<file path="config.mk">
export PLATFORM = sky130hd
export DESIGN_NAME = scan_cmd_decoder
export DESIGN_NICKNAME = d
export VERILOG_FILES = /design/src/rtl/lscmd_pkg.sv /design/src/rtl/lscmd_deframe.sv /design/src/rtl/lscmd_decode.sv /design/src/rtl/lscmd_serial_out.sv /design/src/rtl/scan_cmd_decoder.sv
export SDC_FILE = /design/constraint.sdc
export NUM_CORES = 1
export LEC_CHECK = 0
export ABC_AREA = 1
export BUFFER_PORTS_ARGS = -buffer_cell sky130_fd_sc_hd__buf_2
export CORE_ASPECT_RATIO = 0.8
export CORE_MARGIN = 3
export CORE_UTILIZATION = 25
export CTS_BUF_LIST = sky130_fd_sc_hd__clkbuf_4 sky130_fd_sc_hd__clkbuf_8
export DETAILED_ROUTE_END_ITERATION = 10
export GPL_TIMING_DRIVEN = 0
export PLACE_DENSITY = 0.41
export RECOVER_POWER = 25
export SLEW_MARGIN = 10
export SYNTH_ARGS = -nofsm -noshare
export SYNTH_HDL_FRONTEND = slang
export SYNTH_SLANG_ARGS = --single-unit
</file>
<file path="constraint.sdc">
create_clock -name sclk -period 1.4 [get_ports sclk]
set_input_delay 0.07 -clock sclk [delete_from_list [all_inputs] [get_ports sclk]]
set_output_delay 0.07 -clock sclk [all_outputs]
set_load 0.05 [all_outputs]
</file>
<file path="src/rtl/lscmd_pkg.sv">
package lscmd_pkg;
  localparam int CHAR_W = 8;
  localparam int ADDR_W = 5;
  localparam logic [ADDR_W-1:0] MODE_ADDR = 5'h1F;
  localparam logic [2:0] GRP_WRITE = 3'b010;
  localparam logic [2:0] GRP_READ  = 3'b011;

  localparam logic [7:0] OP_RESET        = 8'h1B;
  localparam logic [7:0] OP_START        = 8'h08;
  localparam logic [7:0] OP_SAMPLE       = 8'h10;
  localparam logic [7:0] OP_READ         = 8'h02;
  localparam logic [7:0] OP_ABORT        = 8'h19;
  localparam logic [7:0] OP_SMP_RD       = 8'h12;
  localparam logic [7:0] OP_SMP_RD_START = 8'h16;

  typedef struct packed {
    logic rst;
    logic start;
    logic sample;
    logic read;
    logic abort;
  } act_t;

  function automatic act_t decode_action(input logic [CHAR_W-1:0] b);
    act_t a;
    a = '0;
    case (b)
      OP_RESET:        a.rst = 1'b1;
      OP_START:        a.start = 1'b1;
      OP_SAMPLE:       a.sample = 1'b1;
      OP_READ:         a.read = 1'b1;
      OP_ABORT:        a.abort = 1'b1;
      OP_SMP_RD:       begin a.sample = 1'b1; a.read = 1'b1; end
      OP_SMP_RD_START: begin a.sample = 1'b1; a.read = 1'b1; a.start = 1'b1; end
      default:         a = '0;
    endcase
    return a;
  endfunction

  function automatic logic is_write_cmd(input logic [CHAR_W-1:0] b);
    return b[7:5] == GRP_WRITE;
  endfunction

  function automatic logic is_read_cmd(input logic [CHAR_W-1:0] b);
    return b[7:5] == GRP_READ;
  endfunction
endpackage

</file>
<file path="src/rtl/lscmd_deframe.sv">
module lscmd_deframe #(
  parameter int DW = 8
) (
  input  logic          sclk,
  input  logic          rst_n,
  input  logic          sdin,
  output logic          byte_vld,
  output logic [DW-1:0] byte_q,
  output logic          brk_det
);
  localparam int CW = $clog2(DW + 1);

  typedef enum logic [1:0] {S_HUNT, S_BITS, S_DRAIN} st_t;
  st_t           st;
  logic [CW-1:0] cnt;
  logic [DW-1:0] shr;

  // stop slot is reached once all data bits are in
  wire stop_slot = (st == S_BITS) && (cnt == CW'(DW));

  always_ff @(posedge sclk or negedge rst_n) begin
    if (!rst_n) begin
      st       <= S_HUNT;
      cnt      <= '0;
      shr      <= '0;
      byte_vld <= 1'b0;
      byte_q   <= '0;
      brk_det  <= 1'b0;
    end else begin
      byte_vld <= 1'b0;
      brk_det  <= 1'b0;
      case (st)
        S_HUNT: if (!sdin) begin
          st  <= S_BITS;
          cnt <= '0;
        end
        S_BITS: if (!stop_slot) begin
          shr <= {sdin, shr[DW-1:1]};
          cnt <= cnt + 1'b1;
        end else if (sdin) begin
          byte_vld <= 1'b1;
          byte_q   <= shr;
          st       <= S_HUNT;
        end else begin
          brk_det <= (shr == '0);
          st      <= S_DRAIN;
        end
        S_DRAIN: if (sdin) st <= S_HUNT;
        default: st <= S_HUNT;
      endcase
    end
  end

  // a character is either delivered or taken as a break, never both
  a_r1_byte_or_break: assert property (@(posedge sclk) disable iff (!rst_n)
    !(byte_vld && brk_det));

  // a low stop slot never yields a byte on the next cycle
  a_r10_bad_stop_dropped: assert property (@(posedge sclk) disable iff (!rst_n)
    (stop_slot && !sdin) |=> !byte_vld);
endmodule

</file>
<file path="src/rtl/lscmd_decode.sv">
module lscmd_decode
  import lscmd_pkg::*;
#(
  parameter int ZONES  = 3,
  parameter int OFS_W  = 8,
  parameter int GAIN_W = 5,
  parameter int MODE_W = 4
) (
  input  logic                    sclk,
  input  logic                    rst_n,
  input  logic                    byte_vld,
  input  logic [CHAR_W-1:0]       byte_d,
  input  logic                    brk,
  output act_t                    act,
  output logic [ZONES*OFS_W-1:0]  zone_ofs,
  output logic [ZONES*GAIN_W-1:0] zone_gain,
  output logic [MODE_W-1:0]       mode_val,
  output logic                    rd_go,
  output logic [CHAR_W-1:0]       rd_val
);
  localparam int NWE = 2 * ZONES + 1;

  logic              pending_q;
  logic [ADDR_W-1:0] wr_addr_q;
  logic [OFS_W-1:0]  ofs_q  [ZONES];
  logic [GAIN_W-1:0] gain_q [ZONES];
  logic [MODE_W-1:0] mode_q;
  logic [NWE-1:0]    we;
  logic [CHAR_W-1:0] rd_mux;

  wire               wr_fire = byte_vld && pending_q;
  wire [ADDR_W-1:0]  cmd_addr = byte_d[ADDR_W-1:0];

  genvar z;
  generate
    for (z = 0; z < ZONES; z++) begin : g_zone
      assign we[2*z]   = wr_fire && (wr_addr_q == ADDR_W'(2*z));
      assign we[2*z+1] = wr_fire && (wr_addr_q == ADDR_W'(2*z+1));

      always_ff @(posedge sclk or negedge rst_n) begin
        if (!rst_n) begin
          ofs_q[z]  <= '0;
          gain_q[z] <= '0;
        end else begin
          if (we[2*z])   ofs_q[z]  <= byte_d[OFS_W-1:0];
          if (we[2*z+1]) gain_q[z] <= byte_d[GAIN_W-1:0];
        end
      end

      assign zone_ofs[z*OFS_W +: OFS_W]    = ofs_q[z];
      assign zone_gain[z*GAIN_W +: GAIN_W] = gain_q[z];
    end
  endgenerate

  assign we[NWE-1] = wr_fire && (wr_addr_q == MODE_ADDR);

  always_ff @(posedge sclk or negedge rst_n) begin
    if (!rst_n)         mode_q <= '0;
    else if (we[NWE-1]) mode_q <= byte_d[MODE_W-1:0];
  end
  assign mode_val = mode_q;

  // readback selection, zero for undefined addresses
  always_comb begin
    rd_mux = '0;
    for (int i = 0; i < ZONES; i++) begin
      if (cmd_addr == ADDR_W'(2*i))   rd_mux = CHAR_W'(ofs_q[i]);
      if (cmd_addr == ADDR_W'(2*i+1)) rd_mux = CHAR_W'(gain_q[i]);
    end
    if (cmd_addr == MODE_ADDR) rd_mux = CHAR_W'(mode_q);
  end

  always_ff @(posedge sclk or negedge rst_n) begin
    if (!rst_n) begin
      pending_q <= 1'b0;
      wr_addr_q <= '0;
      act       <= '0;
      rd_go     <= 1'b0;
      rd_val    <= '0;
    end else begin
      act   <= '0;
      rd_go <= 1'b0;
      if (brk) begin
        pending_q <= 1'b0;
      end else if (byte_vld) begin
        if (pending_q) begin
          pending_q <= 1'b0;
        end else if (is_write_cmd(byte_d)) begin
          pending_q <= 1'b1;
          wr_addr_q <= cmd_addr;
        end else if (is_read_cmd(byte_d)) begin
          rd_go  <= 1'b1;
          rd_val <= rd_mux;
        end else begin
          act <= decode_action(byte_d);
        end
      end
    end
  end

  // every action pulse is the answer to a byte delivered one cycle earlier
  a_r2_pulse_follows_byte: assert property (@(posedge sclk) disable iff (!rst_n)
    (|act) |-> $past(byte_vld));

  // one data byte writes at most one register
  a_r5_single_target: assert property (@(posedge sclk) disable iff (!rst_n)
    $onehot0(we));

  // a break leaves no write half-open
  a_r9_break_clears_pending: assert property (@(posedge sclk) disable iff (!rst_n)
    brk |=> !pending_q);

  // a register read never raises an action pulse
  a_r8_read_silent: assert property (@(posedge sclk) disable iff (!rst_n)
    rd_go |-> !(|act));
endmodule

</file>
<file path="src/rtl/lscmd_serial_out.sv">
module lscmd_serial_out #(
  parameter int DW  = 8,
  parameter int LAT = 4
) (
  input  logic          sclk,
  input  logic          rst_n,
  input  logic          go,
  input  logic [DW-1:0] data,
  output logic          sdout,
  output logic          busy
);
  localparam int FW      = DW + 2;
  localparam int RW      = $clog2(FW + 1);
  localparam int WW      = $clog2(LAT + 1);
  localparam int WAIT_LD = LAT - 2;

  logic [FW-1:0] frame_q;
  logic [RW-1:0] rem_q;
  logic [WW-1:0] wait_q;
  logic          tx_bit;

  assign busy = (rem_q != '0);

  always_ff @(posedge sclk or negedge rst_n) begin
    if (!rst_n) begin
      frame_q <= '1;
      rem_q   <= '0;
      wait_q  <= '0;
      tx_bit  <= 1'b1;
    end else if (go) begin
      frame_q <= {1'b1, data, 1'b0};
      rem_q   <= RW'(FW);
      wait_q  <= WW'(WAIT_LD);
    end else if (busy) begin
      if (wait_q != '0) begin
        wait_q <= wait_q - 1'b1;
      end else begin
        tx_bit  <= frame_q[0];
        frame_q <= {1'b1, frame_q[FW-1:1]};
        rem_q   <= rem_q - 1'b1;
      end
    end else begin
      tx_bit <= 1'b1;
    end
  end

  // the line changes half a cycle after the bit is chosen
  always_ff @(negedge sclk or negedge rst_n) begin
    if (!rst_n) sdout <= 1'b1;
    else        sdout <= tx_bit;
  end

  // readback requests only arrive while the serializer is free
  a_r8_go_when_idle: assert property (@(posedge sclk) disable iff (!rst_n)
    go |-> !busy);

  // a request is always followed by a transfer in progress
  a_r8_go_starts_frame: assert property (@(posedge sclk) disable iff (!rst_n)
    go |=> busy);
endmodule

</file>
<file path="src/rtl/scan_cmd_decoder.sv">
module scan_cmd_decoder
  import lscmd_pkg::*;
#(
  parameter int ZONES  = 3,
  parameter int OFS_W  = 8,
  parameter int GAIN_W = 5,
  parameter int MODE_W = 4,
  parameter int RD_LAT = 4
) (
  input  logic                    sclk,
  input  logic                    rst_n,
  input  logic                    sdin,
  output logic                    sdout,
  output logic                    act_reset,
  output logic                    act_start,
  output logic                    act_sample,
  output logic                    act_read,
  output logic                    act_abort,
  output logic [ZONES*OFS_W-1:0]  zone_ofs,
  output logic [ZONES*GAIN_W-1:0] zone_gain,
  output logic [MODE_W-1:0]       mode_val
);
  logic              byte_vld;
  logic [CHAR_W-1:0] byte_q;
  logic              brk_det;
  act_t              act;
  logic              rd_go;
  logic [CHAR_W-1:0] rd_val;
  logic              tx_busy;

  lscmd_deframe #(.DW(CHAR_W)) u_rx (
    .sclk(sclk), .rst_n(rst_n), .sdin(sdin),
    .byte_vld(byte_vld), .byte_q(byte_q), .brk_det(brk_det)
  );

  lscmd_decode #(.ZONES(ZONES), .OFS_W(OFS_W), .GAIN_W(GAIN_W), .MODE_W(MODE_W)) u_dec (
    .sclk(sclk), .rst_n(rst_n), .byte_vld(byte_vld), .byte_d(byte_q), .brk(brk_det),
    .act(act), .zone_ofs(zone_ofs), .zone_gain(zone_gain), .mode_val(mode_val),
    .rd_go(rd_go), .rd_val(rd_val)
  );

  lscmd_serial_out #(.DW(CHAR_W), .LAT(RD_LAT)) u_tx (
    .sclk(sclk), .rst_n(rst_n), .go(rd_go), .data(rd_val),
    .sdout(sdout), .busy(tx_busy)
  );

  assign act_reset  = act.rst;
  assign act_start  = act.start;
  assign act_sample = act.sample;
  assign act_read   = act.read;
  assign act_abort  = act.abort;

  // sdout stays high whenever no readback frame is in flight
  a_r11_line_idle_high: assert property (@(posedge sclk) disable iff (!rst_n)
    (!tx_busy && !$past(tx_busy)) |-> sdout);
endmodule

</file>
==> qor.txt, run 1 <==
outcome = finished with violations
failing checks = negative setup slack
final worst slack = -0.4550 ns
non-filler cells, final = 917
clk buf depth = 2
initial antenna violation count = 0
maximum fanout along the worst path = 1
Skew-Pair Late Insertion Delay = 0.42 ns
Initial Util = 25.62%
Mapped Nets = 549
Max Cap Viol = 0
setup tns final = -1.111 ns
CP max-delay cell = dfstp_2
delay of the slowest cell on the worst path = 0.53 ns
LEAKAGE = 3.193 nW
worst setup path startpoint = u_tx.sdout$_DFF_NN1_
row count = 44
post-synth cell types = 32
H-Tree Level Count = 3
Die H = 128.4 um
Total Power = 0.01032 W
final WL = 14140 um
TritonCTS clock tree = done
Chip Width = 159.0 um
Core Region = 0.01828 mm^2
top post-synthesis cells by area = dfrtp_1 50%, nand2_1 13%, o21ai_0 7.7%
# setup viols final = 17
cell accounting for the most synthesized area = dfrtp_1
GPL Wtd Cong = 0.7783
Post-Syn Instances = 540
final clock skew = 0.02994 ns
Detailed Routing Iterations Pass 1 = 4
worst path cell trace = buf_8
top cell type's share of synthesized area = 50.24%
synth warn = 0
Relative slew margins = 20.78%
pre-CTS setup slack = -0.4504 ns
RSZ-0062 raised after global routing = true
clk sinks = 105
DR vias/cell = 4.439
GRT overflow = 0
post-DP HPWL = 9198 um
Peak supply drop = 554.7 uV
vias in the first global route = 4042
gr usage total = 14.01%
first-pass GRT wire length = 22280 um
CP required = 1.33 ns
Buffers on Ports = 51
CP startpoint kind = register
#FFs+latches synth = 105
post-synthesis cell area = 0.004682 mm^2
CP Buf/Inv Count = 1
nets = 668
DRC errors left = 0
DR vias = 4071
Pwr Density = 1537 mW/mm^2
Num CTS Buffers = 9
CP top delay family = flip-flops
I/O pins = 52
root buffer cell = clkbuf_8
Max Transition Viols Final = 0
dpl cells = 845
Critical Setup Path Class = reg2out
number of fill cells = 1869
largest net degree at the start of global routing = 62
Arr. time, crit path = 1.78 ns
Seq/Total Area, Yosys = 56.41%
Syn-to-layout area delta = 43.45%
diode count = 0
Reg2Reg Launch Point = u_rx.byte_q[2]$_DFFE_PN0P_
Routed Antenna Nets = 0
WL/cell = 15.42 um
final hold vios = 0
crit end category = primary output
Mean Syn Cell Area = 8.670 um^2
Tightest Pin Transition = 1.188 ns
CTS clk-pin slew, worst paths = 0.10 ns
Iter 0 DRT Violations = 197
HP Class = in2async
die area = 0.02042 mm^2
layout cell share with drive strength beyond 1 = 43.07%
post-layout util = 36.75%
==> placed cells by master, fill, tap and decap left out, drive strengths merged, types with 3 or more instances in the layout <==
master / synthesis / routed
inv: 50 / 52
nand2: 159 / 160
clkinvlp: 0 / 3
nand3: 47 / 48
nor2: 48 / 48
nand4: 10 / 10
dfstp: 11 / 11
clkbuf: 9 / 15
buf: 4 / 111
dfrtp: 94 / 94
ha: 6 / 6
o21ai: 80 / 80
a21oi: 7 / 7
==> per-layer routing <==
metal	global-route usage, %	share of wire, %
met3	3.573	3.5
met5	0	0
met2	23.28	48
met4	3.860	1.0
met1	18.36	47
==> kinds of logic (layout without fill, tap and decap cells) <==
| family | Yosys count | count (layout) | share of synthesized area, % |
|---|---|---|---|
| flip-flops | 105 | 105 | 56.41 |
| adder cells (fa/ha/maj) | 6 | 6 | 1.603 |
| buffers and inverters | 65 | 187 | 5.585 |
| AO/OA/AOI/OAI | 91 | 91 | 10.58 |
| AND/OR/NAND/NOR | 273 | 275 | 25.81 |
==> report_power, final <==
part	internal [W]	switching, W
clock network	0.000964	0.00110
logic	0.00159	0.00248
registers	0.00370	0.000491
total	0.00625	0.00407
==> metrics by stage <==
step	area (um^2)	hold slack [ns]
after global placement	5261	0.3345
after CTS	6266	0.1575
final	6716	0.4619
after floorplan	4690	-0.2256
after detailed placement	5295	0.02980
after global routing	6716	0.5002
==> registers in the layout, indices dropped and copies added, names as in the netlist, 2 cells and up <==
name,flops
u_rx.st,2
u_tx.rem_q,4
u_tx.wait_q,3
u_rx.byte_q,8
u_dec.zone_ofs,24
u_dec.wr_addr_q,5
u_dec.mode_val,4
u_tx.frame_q,9
u_rx.shr,8
u_rx.cnt,4
u_dec.rd_val,8
u_dec.zone_gain,15
u_dec.act,5
==> path summary, 6_finish.rpt <==
check                                             endpoint  slack (ns)  cells after the start
max                                                  sdout       -0.45                      1
min                        u_dec.zone_gain[10]$_DFFE_PN0P_        0.46                      2
max reg2reg                    u_dec.rd_val[2]$_DFFE_PN0P_       -0.06                     10
min reg2reg                    u_dec.pending_q$_DFFE_PN0P_        0.47                      1
max in group asynchronous             u_tx.sdout$_DFF_NN1_       -0.28                      2
min in group sclk              u_dec.pending_q$_DFFE_PN0P_        0.47                      1
==> cells in the mapped netlist <==
cell type,number
nand2_1,156
dfrtp_1,94
o21ai_0,72
inv_1,48
nand3_1,45
nor2_1,43
dfstp_2,11
nand4_1,10
clkbuf_1,9
o21ai_2,8
a21oi_1,7
ha_1,6
nor2_4,3
buf_2,2
buf_6,2
clkinv_1,2
inv_2,2
nand2_2,2
nand3b_1,2
nor2_2,2
nor3_1,2
nor3b_1,2
a21boi_0,1
a31oi_1,1
and3b_1,1
nand2_4,1
nand3_2,1
nand3_4,1
nor4_4,1
o311ai_0,1
o31ai_1,1
or2_2,1
==> final cells by class <==
| class | instances | area, um^2 | share of cell area, % |
|---|---|---|---|
| Buffer | 12 | 123.9 | 1.844 |
| Timing Repair Buffer | 106 | 827.0 | 12.31 |
| Multi-Input combinational cell | 372 | 2350 | 34.99 |
| Clock inverter | 7 | 73.82 | 1.099 |
| Sequential cell | 105 | 2654 | 39.51 |
| Inverter | 51 | 226.5 | 3.372 |
| Tap cell | 253 | 316.6 | 4.713 |
| Timing Repair inverter | 1 | 7.507 | 0.1118 |
| Clock buffer | 10 | 137.6 | 2.049 |
==> timing repair <==
action                     CTS  global route
cloned                       5             2
hold buffers                 2             0
gates resized for setup    129           133
buffers inserted            36            12
hold endpoints to repair    44             0
setup endpoints to repair   80            98
pin swaps                   18            30
Power figures use the tool's default switching activity.
==> inputs of run 2 (changes only) <==
--- a/config.mk
+++ b/config.mk
@@ -8,7 +8,7 @@
 export ABC_AREA = 1
 export BUFFER_PORTS_ARGS = -buffer_cell sky130_fd_sc_hd__buf_2
 export CORE_ASPECT_RATIO = 0.8
-export CORE_MARGIN = 3
+export CORE_MARGIN = 1
 export CORE_UTILIZATION = 25
 export CTS_BUF_LIST = sky130_fd_sc_hd__clkbuf_4 sky130_fd_sc_hd__clkbuf_8
 export DETAILED_ROUTE_END_ITERATION = 10
==> run 2 against run 1 <==
The run still ends with negative setup slack left. Setup slack gained 0.0041 ns. Final cell count fell by 0.44%. Clock skew increased by 0.0022 ns. First-iteration DRC count is 28% lower. Register-to-register slack about the same. Sequential share of layout area barely moved. Routed wire length shrank 3.1%. Sequential cell count stayed put. Core utilization increased by 0.090 points. Clock-buffer cell count grew 2. Critical path depth is the same. Largest power group unchanged. Highest routed layer unchanged.
==> qor.txt, run 2 (synthesized netlist as in run 1, its figures left out) <==
Multi-input gate area = 0.002362 mm^2
FF+latch area = 0.002653 mm^2
final worst slack = -0.4509 ns
DRC errors left = 0
most common cell after layout, fill and taps aside = nand2_1
number of fill cells = 1842
worst path cell trace = buf_8
Final Cell Area = 0.006713 mm^2
Skew-Pair Late Insertion Delay = 0.41 ns
gr usage total = 14.48%
placed inst area = 0.005295 mm^2
clk buf depth = 2
delay of the slowest cell on the worst path = 0.53 ns
CP required = 1.33 ns
I/O pins = 52
diode count = 0
Tightest Pin Transition = 0.8970 ns
routing usage on met1 = 19.64%
final WL = 13700 um
Relative slew margins = 40.20%
vias in the first global route = 3894
clk sinks = 105
LEAKAGE = 3.147 nW
TritonCTS clock tree = done
nets = 664
Critical Setup Path Class = reg2out
crit end category = primary output
grt peak-use layer = met2
Detailed Routing Iterations Pass 1 = 4
RSZ-0062 raised after global routing = true
H-Tree Level Count = 3
HP Class = in2async
Arr. time, crit path = 1.78 ns
met3 Track Usage GR = 3.445%
Crit. path cell count = 1
Syn-to-layout area delta = 43.37%
final clock skew = 0.03212 ns
CP max-delay cell = dfstp_2
Pwr Density = 1550 mW/mm^2
failing checks = negative setup slack
WL/cell = 15.01 um
Routed Antenna Nets = 0
layout cell share with drive strength beyond 1 = 43.64%
GPL Wtd Cong = 0.8005
M2 GR Usage = 22.71%
most frequent cells in the layout = 110 x nand2_1, 85 x dfrtp_1, 51 x buf_2
first-pass GRT wire length = 21290 um
Iter 0 DRT Violations = 141
CTS clk-pin slew, worst paths = 0.11 ns
outcome = finished with violations
largest net degree at the start of global routing = 72
initial antenna violation count = 1
# setup viols final = 17
CP Buf/Inv Count = 1
GRT overflow = 0
maximum fanout along the worst path = 1
pre-CTS setup slack = -0.4604 ns
Buffers on Ports = 51
final hold vios = 0
post-DP HPWL = 9199 um
Max Transition Viols Final = 0
CP top delay family = flip-flops
Num CTS Buffers = 9
Max Cap Viol = 0
DR vias/cell = 4.493
Chip Width = 155.0 um
die area = 0.01928 mm^2
worst r2r path cells = 9
DR vias = 4102
CP startpoint kind = register
Die H = 124.4 um
Peak supply drop = 623.1 uV
root buffer cell = clkbuf_8
max reg flops = 24
post-layout util = 36.84%
Initial Util = 25.69%
Core Region = 0.01822 mm^2
row count = 44
-- run 2: cell types whose count changed in the layout (fill, tap and decap cells not counted), moves of 4 or more --
cell	change
buf_6	+5
nand2_2	+7
buf_4	-6
o21ai_0	-7
nand2_1	-6
buf_8	-4
o21ai_1	+6
-- run 2: final cells by class --
| type | instances | share of cell area (%) |
|---|---|---|
| clock inverters | 5 | 0.8947 |
| plain buffers | 12 | 1.752 |
| repair buffers | 103 | 12.17 |
| multi-input cells | 372 | 35.19 |
| clock buffers | 12 | 2.460 |
| well taps | 253 | 4.716 |
| inverters | 51 | 3.299 |
| flip-flops and latches | 105 | 39.52 |
-- run 2: repair_timing --
| item | 4_1_cts | 5_1_grt |
|---|---|---|
| hold endpoints to repair | 105 | 0 |
| setup endpoints to repair | 84 | 95 |
| pin swaps | 19 | 33 |
| gates resized for setup | 110 | 165 |
| hold buffers | 2 | 0 |
| buffers inserted | 26 | 19 |
| gates cloned | 2 | 4 |
-- run 2: worst paths after layout --
| path | from | end | slack [ns] |
|---|---|---|---|
| hold reg to reg | u_rx.brk_det$_DFF_PN0_ | u_dec.pending_q$_DFFE_PN0P_ | 0.47 |
| setup / recovery | u_tx.sdout$_DFF_NN1_ | sdout | -0.45 |
| hold / removal | rst_n | u_dec.zone_gain[10]$_DFFE_PN0P_ | 0.33 |
| setup reg to reg | u_rx.byte_q[0]$_DFFE_PN0P_ | u_dec.rd_val[0]$_DFFE_PN0P_ | -0.07 |
| max in group asynchronous | rst_n | u_tx.sdout$_DFF_NN1_ | -0.09 |
| min in group sclk | u_rx.brk_det$_DFF_PN0_ | u_dec.pending_q$_DFFE_PN0P_ | 0.47 |
-- run 2: metrics by stage --
stage / hold slack, ns / total power [W] / TNS [ns] / cells
after floorplan: -0.2256 / 0.005874 / -0.1466 / 540
after global routing: 0.3939 / 0.01113 / -5.427 / 913
final: 0.3294 / 0.01040 / -1.207 / 913
after detailed placement: -0.01144 / 0.006683 / -14.63 / 845
after CTS: 0.1252 / 0.009729 / -0.9482 / 890
after global placement: 0.3352 / 0.006616 / -110.56 / 844
-- run 2: metal layers --
metal | vias to the layer above | part of all wire, %
li1 | 2004 | -
met1 | 2004 | 47
met2 | 78 | 48
met3 | 16 | 4.0
met4 | 0 | 1.6
met5 | - | 0
-- run 2: power by group --
group          switching (W)  internal, W  total, W
combinational        0.00247      0.00163   0.00410
clock                0.00112     0.000995   0.00211
sequential          0.000497      0.00369   0.00419
